`src/rtl/rsd_pkg.sv`:
```
package rsd_pkg;
  localparam int CHIP_N     = 5;
  localparam int CS_ROM     = 0;
  localparam int CS_CMD     = 1;
  localparam int CS_DRAW    = 2;
  localparam int CS_CUR     = 3;
  localparam int CS_DAC     = 4;
  localparam int RD_W       = 4;
  localparam int ROM_OFS_W  = 16;
  localparam int DCODE_W    = 3;

  localparam logic [RD_W-1:0] RD_NONE  = 4'd0;
  localparam logic [RD_W-1:0] RD_ROM   = 4'd1;
  localparam logic [RD_W-1:0] RD_CMD   = 4'd2;
  localparam logic [RD_W-1:0] RD_DRAW0 = 4'd3;
  localparam logic [RD_W-1:0] RD_CUR   = 4'd8;
  localparam logic [RD_W-1:0] RD_DAC   = 4'd9;
  localparam logic [RD_W-1:0] RD_FB    = 4'd10;

  typedef struct packed {
    logic                 set;
    logic                 fb;
    logic [1:0]           unit;
    logic                 sub;
    logic [DCODE_W-1:0]   code;
    logic                 dom;
    logic [ROM_OFS_W-1:0] ofs;
  } fields_t;
endpackage

```
`src/rtl/rsd_field_split.sv`:
```
module rsd_field_split
  import rsd_pkg::*;
#(
  parameter int ADDR_W    = 28,
  parameter int SET_BIT   = 24,
  parameter int SPACE_BIT = 23,
  parameter int UNIT_LSB  = 21,
  parameter int SUB_BIT   = 12,
  parameter int CODE_LSB  = 9,
  parameter int DOM_BIT   = 11
) (
  input  logic [ADDR_W-1:0] addr,
  output fields_t           fld
);
  always_comb begin
    fld.set  = addr[SET_BIT];
    fld.fb   = addr[SPACE_BIT];
    fld.unit = addr[UNIT_LSB +: 2];
    fld.sub  = addr[SUB_BIT];
    fld.code = addr[CODE_LSB +: DCODE_W];
    fld.dom  = addr[DOM_BIT];
    fld.ofs  = addr[ROM_OFS_W-1:0];
  end
endmodule

```
`src/rtl/rsd_draw_sel.sv`:
```
module rsd_draw_sel
  import rsd_pkg::*;
#(
  parameter int NUM_DRAW = 5
) (
  input  logic                en,
  input  logic                rnw,
  input  logic [DCODE_W-1:0]  code,
  output logic                hit,
  output logic [NUM_DRAW-1:0] we,
  output logic [RD_W-1:0]     rd
);
  localparam logic [DCODE_W-1:0] BCAST = {DCODE_W{1'b1}};

  logic [NUM_DRAW-1:0] match;
  logic                bcast_wr;

  assign bcast_wr = en && !rnw && (code == BCAST);

  for (genvar i = 0; i < NUM_DRAW; i++) begin : g_unit
    assign match[i] = en && (code == DCODE_W'(i));
    assign we[i]    = (match[i] && !rnw) || bcast_wr;
  end

  assign hit = (|match) || bcast_wr;

  always_comb begin
    rd = RD_NONE;
    for (int i = 0; i < NUM_DRAW; i++) begin
      if (match[i] && rnw) rd = RD_DRAW0 + RD_W'(i);
    end
  end
endmodule

```
`src/rtl/rsd_resp_reg.sv`:
```
module rsd_resp_reg #(
  parameter int W = 34
) (
  input  logic         clk,
  input  logic         rst_n,
  input  logic         strobe,
  input  logic [W-1:0] d,
  output logic         ack,
  output logic [W-1:0] q
);
  always_ff @(posedge clk or negedge rst_n) begin
    if (!rst_n) begin
      ack <= 1'b0;
      q   <= '0;
    end else begin
      ack <= strobe;
      q   <= strobe ? d : '0;
    end
  end
endmodule

```
`src/rtl/regspace_decoder.sv`:
```
module regspace_decoder
  import rsd_pkg::*;
#(
  parameter int ADDR_W   = 28,
  parameter int NUM_DRAW = 5
) (
  input  logic                 clk,
  input  logic                 rst_n,
  input  logic                 bus_strobe,
  input  logic                 bus_rnw,
  input  logic [ADDR_W-1:0]    bus_addr,
  output logic                 bus_ack,
  output logic                 set_sel,
  output logic                 fb_sel,
  output logic [CHIP_N-1:0]    chip_sel,
  output logic [NUM_DRAW-1:0]  draw_we,
  output logic [RD_W-1:0]      rd_sel,
  output logic [1:0]           cmd_part,
  output logic [ROM_OFS_W-1:0] rom_ofs
);
  localparam int RESP_W = 2 + CHIP_N + NUM_DRAW + RD_W + 2 + ROM_OFS_W;

  fields_t                fld;
  logic                   draw_en;
  logic                   draw_hit;
  logic [NUM_DRAW-1:0]    draw_we_d;
  logic [RD_W-1:0]        draw_rd;
  logic [CHIP_N-1:0]      cs_d;
  logic [RD_W-1:0]        rd_d;
  logic [1:0]             part_d;
  logic [ROM_OFS_W-1:0]   ofs_d;
  logic [RESP_W-1:0]      resp_d;
  logic [RESP_W-1:0]      resp_q;

  rsd_field_split #(.ADDR_W(ADDR_W)) u_split (
    .addr (bus_addr),
    .fld  (fld)
  );

  assign draw_en = !fld.fb && (fld.unit == 2'b10);

  rsd_draw_sel #(.NUM_DRAW(NUM_DRAW)) u_draw (
    .en   (draw_en),
    .rnw  (bus_rnw),
    .code (fld.code),
    .hit  (draw_hit),
    .we   (draw_we_d),
    .rd   (draw_rd)
  );

  always_comb begin
    cs_d   = '0;
    rd_d   = RD_NONE;
    part_d = '0;
    ofs_d  = '0;
    if (fld.fb) begin
      rd_d = bus_rnw ? RD_FB : RD_NONE;
    end else begin
      case (fld.unit)
        2'b00: begin
          if (bus_rnw) begin
            cs_d[CS_ROM] = 1'b1;
            rd_d         = RD_ROM;
            ofs_d        = fld.ofs;
          end
        end
        2'b01: begin
          cs_d[CS_CMD] = 1'b1;
          part_d       = {fld.set, fld.dom};
          if (bus_rnw) rd_d = RD_CMD;
        end
        2'b10: begin
          cs_d[CS_DRAW] = draw_hit;
          rd_d          = draw_rd;
        end
        default: begin
          if (fld.sub) begin
            cs_d[CS_DAC] = 1'b1;
            if (bus_rnw) rd_d = RD_DAC;
          end else begin
            cs_d[CS_CUR] = 1'b1;
            if (bus_rnw) rd_d = RD_CUR;
          end
        end
      endcase
    end
  end

  assign resp_d = {fld.set, fld.fb, cs_d, draw_we_d, rd_d, part_d, ofs_d};

  rsd_resp_reg #(.W(RESP_W)) u_resp (
    .clk    (clk),
    .rst_n  (rst_n),
    .strobe (bus_strobe),
    .d      (resp_d),
    .ack    (bus_ack),
    .q      (resp_q)
  );

  assign {set_sel, fb_sel, chip_sel, draw_we, rd_sel, cmd_part, rom_ofs} = resp_q;
endmodule

```
`config.mk`:
```
export PLATFORM = sky130hd
export DESIGN_NAME = regspace_decoder
export DESIGN_NICKNAME = d
export VERILOG_FILES = /design/src/rtl/rsd_pkg.sv /design/src/rtl/rsd_field_split.sv /design/src/rtl/rsd_draw_sel.sv /design/src/rtl/rsd_resp_reg.sv /design/src/rtl/regspace_decoder.sv
export SDC_FILE = /design/constraint.sdc
export NUM_CORES = 1
export LEC_CHECK = 0
export ABC_AREA = 1
export CAP_MARGIN = 20
export CORE_UTILIZATION = 35
export DETAILED_ROUTE_END_ITERATION = 7
export GPL_ROUTABILITY_DRIVEN = 0
export PLACE_DENSITY = 0.76
export SYNTH_ARGS = -nofsm -noshare
export SYNTH_HDL_FRONTEND = slang
export SYNTH_SLANG_ARGS = --single-unit
```
`constraint.sdc`:
```
create_clock -name clk -period 0.8 [get_ports clk]
set_input_delay 0.16 -clock clk [delete_from_list [all_inputs] [get_ports clk]]
set_output_delay 0.16 -clock clk [all_outputs]
set_load 0.005 [all_outputs]
```
Yosys cells after proc, flatten, opt, wreduce, memory -nomap -nowiden

Cells that the tools add are included.

Input port bits: 32
Output and inout bits: 35
Logic and storage cells: 66
Register bits after elaboration: 35

Reduce and logical (&&, ||, !) cells: 30
Equality and inequality tests: 7
Multiplexer cells: 27

Operators with widths:

| kind                                                                   | count |
|---|---|
| 16-bit two-way mux                                                     | 3 |
| 34-bit two-way mux                                                     | 1 |
| 4-bit two-way mux                                                      | 5 |
| 1-bit logical AND                                                      | 18 |
| 3-bit two-way mux                                                      | 4 |
| 4-bit one-hot mux with 3 select lines                                  | 1 |
| 2-bit two-way mux                                                      | 5 |
| 1-bit two-way mux                                                      | 7 |
| 3-bit by 2-bit equality test with 1-bit output (second input constant) | 2 |
| 3-bit equality test (second input constant)                            | 2 |
| 1-bit logical OR                                                       | 6 |
| 5-bit two-way mux                                                      | 1 |
| 5-bit OR reduction                                                     | 1 |
| 3-bit by 1-bit equality test with 1-bit output (second input constant) | 1 |
| 3-bit logical NOT                                                      | 1 |
| 3-bit OR reduction                                                     | 1 |
| 2-bit by 1-bit equality test with 1-bit output (second input constant) | 1 |
| 2-bit equality test (second input constant)                            | 1 |
| 1-bit logical NOT                                                      | 2 |
| 2-bit logical NOT                                                      | 1 |

Logic depth before layout (Yosys ltp)

Gate-level depths: netlist of run 1.

Word-level depth: 12
Mapped depth: 7
Mapped depth without buffers: 7

By module

From an unflattened synthesis of run 1, not the netlist that was laid out.

Cell total of the unflattened synthesis: 239
Area, all modules: 1,931.9 um^2

Modules (own cells, without submodules):

| module           | instances | area an instance (um^2) | cells each | seq. area each (um^2) |
|---|---|---|---|---|
| rsd_resp_reg     | 1         | 1,172.4                 | 107        | 875.8 |
| regspace_decoder | 1         | 405.4                   | 70         | 0.0 |
| rsd_field_split  | 1         | 187.7                   | 25         | 0.0 |
| rsd_draw_sel     | 1         | 166.4                   | 37         | 0.0 |

Worst setup path after synthesis of run 1

Ideal clock, no wire load.

Path kind: in2reg
From: input port bus_rnw
To: register u_resp.q[22]
Data required time: 0.722 ns
Setup time: 0.078 ns
Cell stages on the path: 4
Arrival: 0.808 ns
Slack: -0.085 ns
Buffers on the path: 1
Cell sequence: clkbuf_8 -> nor3_1 -> nand3_1 -> a21oi_1

Cells in the longest elaborated chain, start to end: 5
Elaborated cells on any way between the ends: 6
Those cells by class: mux (1); reduce/logical (5)

Ends and longest elaborated chain:

| item                           | RTL line                               | RTL |
|---|---|---|
| start, declared                | regspace_decoder.sv:10                 | `input logic bus_rnw,` |
| 1-bit logical NOT *            | rsd_draw_sel.sv:18, rsd_draw_sel.sv:22 |  |
| 1-bit logical AND (2 in a row) | rsd_draw_sel.sv:18                     | `assign bcast_wr = en && !rnw && (code == BCAST);` |
| 1-bit logical OR *             | rsd_draw_sel.sv:22                     | `assign we[i] = (match[i] && !rnw) \|\| bcast_wr;` |
| 34-bit two-way mux *           | rsd_resp_reg.sv:17                     | `q <= strobe ? d : '0;` |
| end signal, assigned           | rsd_resp_reg.sv:17                     |  |
| end, declared                  | rsd_resp_reg.sv:9                      | `output logic [W-1:0] q` |

Mark *: on every way between the ends. The rest lies on a longest branch, timed or not.

Worst setup path after layout of run 1

From: register u_resp.q[18]
To: output port rd_sel[0]

RTL lines:

| item          | RTL line               | RTL |
|---|---|---|
| end, declared | regspace_decoder.sv:17 | `output logic [RD_W-1:0] rd_sel,` |

No word-level cell between the ends.

==> metrics, run 1 <==
status finished, violations left; failing checks setup timing; Post-synth EDFFs 0; port buffer count 58; Die Wd 63.3 um; largest area contributor in the netlist dfrtp_1; final std cells w/o fill 261; sequential cell area 876 um2; wire per inst 12.5 um; CP max stage delay 0.38 ns; Leakage about 1.2 nW; worst-margin pin slew between 0.2 and 0.25 ns; WP data required approximately 0.64 ns; Max FO, Critical Path 1; Setup WS post-layout -0.152 ns; placed cell count approximately 250; crit path kind reg2out; f_max 1.05 GHz; core box area roughly 3500 um2; critical path cell sequence buf_2; Clock power frac between 30% and 40%; crit path DAT around 0.79 ns; clk root buf clkbuf_8; CTS clock-pin slew for the worst setup and hold paths 0.07 ns; Design Power between 3 and 4 mW; largest net degree at the start of global routing 36; net count after synthesis 163; row count 21; share of the synthesized area in the top cell type between 60% and 70%; Util after Layout about 62%; unrepaired setup endpoints after global routing yes; DRT Pass-1 Iters 4; CTS tree yes; maximum VDD drop just under 0.7 mV; Vias ~1,200; DRT antenna net count 0; vias per std cell ~4.5; number of buffers and inverters on the critical path 1; vias in the first global route ~1,200; Post-CTS Hold Fix Bufs 0; Final period util 119%; global-route wire length before repair slightly above 5 mm; library cells used by synthesis 16; Reg power frac a little over 50%; Post-synth top cells 35 x dfrtp_1, 27 x inv_1, 24 x nor2_1; Hold Crit Class in2reg; Worst path top cell family by delay flip-flops; TritonCTS buffer count 5; combinational share of power between 10% and 20%; Avg Inst Size Synth 10.0 um2; Synth area leaders dfrtp_1 67%, inv_1 7.7%, nor2_1 6.8%, nand2_1 3.7%, a21oi_1 2.3%; filler instances about 300; final slew viol count 0; post-route minimum period 0.952 ns; final WL between 3 and 4 mm; DP HPWL 2.17 mm; Inserted Diodes 0; drc violations 0; pwr/cell area 1640 nW/um2; Sw Ratio between 20% and 30%; Gate Count Post-Synth approximately 130; Die Y 63.3 um; P_sw between 0.8 and 0.9 mW; yosys warns 0; area grow syn2layout 63.4%; Setup WS pre-CTS -0.689 ns; share of layout cells above drive strength 1 47.4%; Crit. End Element primary output; Fin. Hold Viols 0; Total GRT Usage between 10% and 20%; H-tree Lvls 2; async set-reset flop share out of synthesis 100%; CP startpoint kind flip-flop; I/O pin cnt 67; multi-input logic area 429 um2; initial core utilization about 38%; internal power between 2 and 3 mW; final net count approximately 250; Clock Tree Buf Depth 2; Slew headroom 84.7%; Iter 0 DRT Violations 44; Post-synth top flop dfrtp_1; setup TNS -4.32 ns; CP max stage cell dfrtp_1; max-cap violation count 0; DIE AREA 4010 um2; setup violators final 37; Sink Count 35; count leader, synth dfrtp_1; post-synthesis sequential area ratio about two thirds; initial antenna violation count 0; Seq cells post-synth 35; Mapped Area 1320 um2; total global routing overflow 0
## placed cells by master (no fill, tap or decap), drive strengths merged
cell type	n
a211oi	1
a21oi	6
a31oi	1
buf	61
clkbuf	6
clkdlybuf4s15	1
clkdlybuf4s50	15
clkinv	1
clkinvlp	2
dfrtp	35
dlygate4sd2	2
inv	28
nand2	13
nand3	6
nand4	2
nor2	26
nor3	6
o2111ai	2
o211ai	1
## worst paths after layout
check	start	slack [ns]	cells past startpoint	end
max	u_resp.q[18]	-0.15	1	rd_sel[0]
min in group asynchronous	rst_n	0.25	2	u_resp.q[25]
max in group asynchronous	rst_n	0.37	2	u_resp.q[27]
min	bus_addr[23]	0.21	4	u_resp.q[32]
## power by group through the flow
stage / registers (mW) / clock network (mW) / logic (mW)
floorplan: 1.85 / 0 / 0.120
global placement: 1.84 / 0 / 0.416
detailed placement: 1.84 / 0 / 0.426
CTS: 1.81 / 1.30 / 0.433
global route: 1.81 / 1.39 / 0.499
finish: 1.81 / 1.26 / 0.458
## stage by stage
step                cell area, um2  hold slack (ns)
CTS                           2090            0.257
global placement              2090            0.552
floorplan                     1360           -0.136
finish                        2150            0.208
global route                  2150            0.236
detailed placement            2090            0.555
## cell type report
type,count,share of cell area [%]
sequential,35,40.7
clock inverter,1,0.233
clock buffer,6,3.84
multi-input combinational,64,20.0
tap,46,2.68
timing repair buffer,79,26.4
inverter,30,6.17
## layer usage
metal  vias to the layer above  wire length (um)  global-route usage, %
li1                        569                 -                      -
met1                       551              1280                   18.4
met2                        58              1620                   28.3
met3                         9               260                   5.62
met4                         0                97                   10.2
met5                         -                 0                      0
## registers in the layout (all words and copies together), names as in the netlist
name,count
u_resp.q,34
u_resp.ack,1
## what timing repair did
action                     CTS  global route
gates resized for setup    174            20
setup endpoints to repair   67            62
hold endpoints to repair     0             0
pin swaps                    9            13
buffers inserted             5             3
## logic make-up (layout without fill, tap and decap cells)
group	count (synthesis)	count (layout)	share of synthesized area, %
AOI/OAI and AO/OA	11	11	5.23
DFF	35	35	66.5
and+or+nand+nor	53	53	17.8
buffers and inverters	32	116	10.5
(Power assumes the default switching activity.)
==> run 2: changes to the inputs <==
--- a/config.mk
+++ b/config.mk
@@ -9,7 +9,6 @@
 export CAP_MARGIN = 20
 export CORE_UTILIZATION = 35
 export DETAILED_ROUTE_END_ITERATION = 7
-export GPL_ROUTABILITY_DRIVEN = 0
 export PLACE_DENSITY = 0.76
 export SYNTH_ARGS = -nofsm -noshare
 export SYNTH_HDL_FRONTEND = slang
==> run 2 against run 1 <==
Effect of this change: the run still ends with setup timing left; highest routed layer unchanged; critical path depth unchanged; total power up 12%; count of clock-buffer cells in the layout unchanged.
==> metrics, run 2 (synthesis gave the netlist of run 1 again) <==
status finished, violations left; failing checks setup timing; Final period util 119% (-0.36 points); Worst path top cell family by delay flip-flops; share of layout cells above drive strength 1 50.7% (+3.2 points); largest net degree at the start of global routing 36 (unchanged); CP max stage delay 0.37 ns (about the same); Inserted Diodes 0 (unchanged); post-route cell area 2280 um2 (+6.2%); f_max 1.05 GHz (+0.31%); setup violators final 35 (-5.4%); Post-CTS Hold Fix Bufs 0 (unchanged); row count 21 (unchanged); Setup WS post-layout -0.149 ns (+0.00291 ns); Crit. End Element primary output; DIE AREA 4010 um2 (unchanged); filler instances 266 (-10%); placed cell count 246 (unchanged); Max FO, Critical Path 1 (unchanged); final WL 3.70 mm (+14%); I/O pin cnt 67 (unchanged); post-route minimum period 0.949 ns (-0.00291 ns); crit path kind reg2out; global-route wire length before repair 5.64 mm (+9.7%); number of buffers and inverters on the critical path 1 (unchanged); Clock Tree Buf Depth 2 (unchanged); Sink Count 35 (unchanged); H-tree Lvls 2 (unchanged); Largest register FFs 34 (unchanged); final slew viol count 0 (unchanged); Die Y 63.3 um (unchanged); setup TNS -4.46 ns (-0.147 ns); DRT antenna net count 0 (unchanged); maximum VDD drop 0.866 mV (+25%); vias in the first global route 1,263 (+9.6%); core box area 3470 um2 (unchanged); Iter 0 DRT Violations 64 (+45%); worst-margin pin slew 0.215 ns (-0.0151 ns); DP HPWL 2.15 mm (-0.91%); Vias 1,250 (+5.3%); gpl congestion about 0.86; initial core utilization 38.0% (unchanged); port buffer count 58 (unchanged); initial antenna violation count 0 (unchanged); Total GRT Usage 19.0% (+2.0 points); final std cells w/o fill 269 (+3.1%); pwr/cell area 1730 nW/um2 (+5.8%); CP max stage cell dfrtp_1; CTS tree yes; Hold Crit Class in2reg; Reg with most FFs u_resp.q; wire per inst 13.8 um (+10%); area grow syn2layout 73.6%; max-cap violation count 0 (unchanged); CP startpoint kind flip-flop; biggest regs u_resp.q: 34 flops, u_resp.ack: 1 flops; vias per std cell 4.65 (+2.2%); Fin. Hold Viols 0 (unchanged); WHS Path Cells 2 (-2); drc violations 0 (unchanged); crit path DAT 0.79 ns (about the same); Leakage 1.27 nW (+4.9%); Area after DPL 2090 um2 (unchanged); WP data required 0.64 ns (about the same); TritonCTS buffer count 5 (unchanged); unrepaired setup endpoints after global routing yes; Slew headroom 85.6% (+0.98 points); most frequent cells in the layout 37 x buf_2, 35 x dfrtp_1, 22 x buf_4; DRT Pass-1 Iters 4 (unchanged); Die Wd 63.3 um (unchanged); final net count 254 (+2.8%); critical path cell sequence buf_2; CTS clock-pin slew for the worst setup and hold paths 0.07 ns (about the same); commonest non-fill, non-tap cell in the layout buf_2; total global routing overflow 0 (unchanged); Worst path depth 1 (unchanged); clk root buf clkbuf_8
run 2: layout make-up:
class	instances	area, um2	area share (%)
Clock buffer	6	82.6	3.61
Timing Repair inverter	1	8.76	0.383
Multi-Input combinational cell	64	459	20.1
Timing Repair Buffer	85	631	27.6
Inverter	30	135	5.91
Sequential cell	35	876	38.3
Clock inverter	2	35.0	1.53
Tap cell	46	57.6	2.52
run 2: routing by layer:
| metal | global-route usage (%) | part of all wire, % | wire length (um) |
|---|---|---|---|
| met1 | 20.1 | 39 | 1440 |
| met2 | 31.4 | 50 | 1850 |
| met3 | 7.25 | 8.2 | 304 |
| met4 | 11.9 | 2.8 | 105 |
| met5 | 0 | 0 | 0 |
run 2: path summary, 6_finish.rpt:
kind                               from      endpoint  slack [ns]
min in group asynchronous         rst_n   u_resp.q[7]        0.24
max in group asynchronous         rst_n  u_resp.q[16]        0.38
worst min-delay path         bus_strobe    u_resp.ack        0.15
worst max-delay path       u_resp.q[18]     rd_sel[0]       -0.15
run 2: per-stage QoR:
| step | worst slack, ns | power, mW | util, % | hold slack [ns] |
|---|---|---|---|---|
| floorplan | 0.0000788 | 1.97 | - | -0.136 |
| global placement | -0.632 | 2.26 | 60.1 | 0.551 |
| global route | -0.177 | 4.11 | 65.9 | 0.154 |
| CTS | -0.161 | 3.91 | 62.0 | 0.197 |
| finish | -0.149 | 3.96 | 65.9 | 0.152 |
| detailed placement | -0.669 | 2.27 | 60.1 | 0.554 |
run 2: power by group:
part / switching [mW] / total [mW] / internal, mW
Clock: 0.631 / 1.64 / 1.01
Combinational: 0.263 / 0.517 / 0.254
Sequential: 0.00695 / 1.81 / 1.80
Total: 0.901 / 3.96 / 3.06
run 2: what timing repair did:
item,CTS,global route
setup buffers,8,5
gates cloned,2,0
resized for setup,178,35
pin swaps,10,15
endpoints found under the setup margin,67,61
==> run 3: changes to the inputs <==
--- a/config.mk
+++ b/config.mk
@@ -9,7 +9,7 @@
 export CAP_MARGIN = 20
 export CORE_UTILIZATION = 35
 export DETAILED_ROUTE_END_ITERATION = 7
-export PLACE_DENSITY = 0.76
+export PLACE_DENSITY = 0.77
 export SYNTH_ARGS = -nofsm -noshare
 export SYNTH_HDL_FRONTEND = slang
 export SYNTH_SLANG_ARGS = --single-unit
==> constraint.sdc (replaced) <==
create_clock -name clk -period 1.1 [get_ports clk]
set_input_delay 0.22 -clock clk [delete_from_list [all_inputs] [get_ports clk]]
set_output_delay 0.22 -clock clk [all_outputs]
set_load 0.005 [all_outputs]
==> run 3 against run 2 <==
Effect of this change: the run still ends with setup timing left; combinational power shrank 36%; critical path depth is 4 higher; critical path type is now in2reg; clock power decreased by 51%; global-route usage fell by 2.5 points; largest power group unchanged; largest cell class unchanged; final cell count down 4.1%; via count is 6.1% lower; sequential cell count is the same; wire length shrank 13%; worst hold slack better by 0.075 ns.
==> metrics, run 3 (synthesis gave the netlist of run 1 again) <==
post-route minimum period about 1.2 ns; commonest non-fill, non-tap cell in the layout dfrtp_1; pwr/cell area 1090 nW/um2 (-37%); area grow syn2layout 69.9%; I/O pin cnt 67 (unchanged); max-cap violation count 0 (unchanged); drc violations 0 (unchanged); status finished, violations left; initial core utilization 38.0% (unchanged); Inserted Diodes 0 (unchanged); Leakage 1.19 nW (-6.5%); TritonCTS buffer count 5 (unchanged); Die Y 63.3 um (unchanged); Area after DPL 2060 um2 (-1.0%); sequential cell area 876 um2 (unchanged); Crit. End Element flip-flop; maximum VDD drop 0.908 mV (+4.9%); filler instances 283 (+6.4%); core box area 3470 um2 (unchanged); Slew headroom 79.1% (-6.6 points); Clock Tree Buf Depth 2 (unchanged); setup violators final 1 (-97%); worst-margin pin slew 0.314 ns (+0.0995 ns); vias per std cell 4.55 (-2.1%); multi-input logic area 403 um2 (-12%); DIE AREA 4010 um2 (unchanged); crit path DAT 1.35 ns (+0.56 ns); Die Wd 63.3 um (unchanged); total global routing overflow 0 (unchanged); Reg with most FFs u_resp.q; CP startpoint kind input pin; H-tree Lvls 2 (unchanged); Iter 0 DRT Violations 38 (-41%); gpl congestion 1.06 (+23%); largest net degree at the start of global routing 24 (-33%); row count 21 (unchanged); global-route wire length before repair 5.08 mm (-9.9%); Final period util 105%; vias in the first global route 1,170 (-7.4%); final WL 3.21 mm (-13%); Fin. Hold Viols 0 (unchanged); Sink Count 35 (unchanged); crit path kind in2reg; DRT Pass-1 Iters 4 (unchanged); CTS tree yes; DRT antenna net count 0 (unchanged); post-route cell area 2240 um2 (-2.1%); Design Power 2.45 mW (-38%); Max FO, Critical Path 4 (+3); WP data required 1.29 ns (+0.65 ns); port buffer count 58 (unchanged); biggest regs u_resp.q: 34 flops, u_resp.ack: 1 flops; final slew viol count 0 (unchanged); wire per inst 12.5 um (-9.5%); f_max around 0.87 GHz; clk root buf clkbuf_8; CTS clock-pin slew for the worst setup and hold paths 0.06 ns (about the same); most frequent cells in the layout 35 x dfrtp_1, 29 x clkdlybuf4s15_1, 23 x inv_1, 23 x nor2_1, 16 x buf_4; initial antenna violation count 0 (unchanged); DP HPWL 2.22 mm (+3.4%); final net count 245 (-3.5%); Largest register FFs 34 (unchanged); Setup WS post-layout -0.0548 ns (+0.0947 ns); Total GRT Usage 16.5% (-2.5 points); Hold Crit Class in2reg; Vias 1,174 (-6.1%); failing checks setup timing; share of layout cells above drive strength 1 24.5% (-26 points)
## run 3: cell count changes in the layout (fill, tap and decap cells not counted), moves of 4 or more
cell / previous run / this run
buf_6: 5 / 1
nor2_1: 17 / 23
buf_4: 22 / 16
nor2_2: 4 / 0
clkdlybuf4s15_1: 0 / 29
buf_2: 37 / 2
## run 3: critical path, cell delays in order
cell and delay [ns]:
clkdlybuf4s50_1 0.44, inv_1 0.20, buf_4 0.16, o2111ai_1 0.13
a21oi_1 0.19
## run 3: through the flow
step	hold WS, ns	TNS (ns)	cells	util, %	setup WS [ns]
2_1_floorplan	-0.0756	0	131	-	0.155
3_3_place_gp	0.122	-8.97	250	59.5	-0.372
3_5_place_dp	0.131	-10.32	250	59.5	-0.450
4_1_cts	0.376	0	257	62.4	0.00184
5_1_grt	0.256	-0.279	258	64.5	-0.145
6_report	0.227	-0.0548	258	64.5	-0.0548
## run 3: path summary, 6_finish.rpt
path,slack (ns),end,cells past startpoint,start
max,-0.05,u_resp.q[20],5,bus_addr[11]
min,0.23,u_resp.ack,2,bus_strobe
max in group asynchronous,0.31,u_resp.q[9],3,rst_n
min in group asynchronous,0.37,u_resp.q[16],2,rst_n
## run 3: cell type report
class,instances,area share [%]
tap,46,2.57
multi-input combinational,64,18.0
inverter,30,5.26
sequential,35,39.2
clock buffer,6,3.25
timing repair buffer,77,31.7
## run 3: power by group
group | internal (mW) | leakage [nW] | switching [mW]
Combinational | 0.164 | 0.667 | 0.165
Clock | 0.421 | 0.0371 | 0.382
Sequential | 1.31 | 0.481 | 0.00658
Total | 1.89 | 1.19 | 0.553
## run 3: timing repair
item / in CTS / in global routing
endpoints found under the setup margin: 60 / 30
resized for setup: 84 / 27
hold buffers: 1 / 0
endpoints found under the hold margin: 12 / 0
cloned: 0 / 0
setup buffers: 0 / 1
pin swaps: 2 / 8
## run 3: layer usage
| metal | up-vias | GRT usage (%) | wire [um] |
|---|---|---|---|
| met2 | 56 | 27.7 | 1680 |
| met4 | 0 | 6.53 | 27 |
| met1 | 553 | 19.5 | 1300 |
| met5 | - | 0 | 0 |
| li1 | 560 | - | - |
| met3 | 5 | 5.07 | 205 |
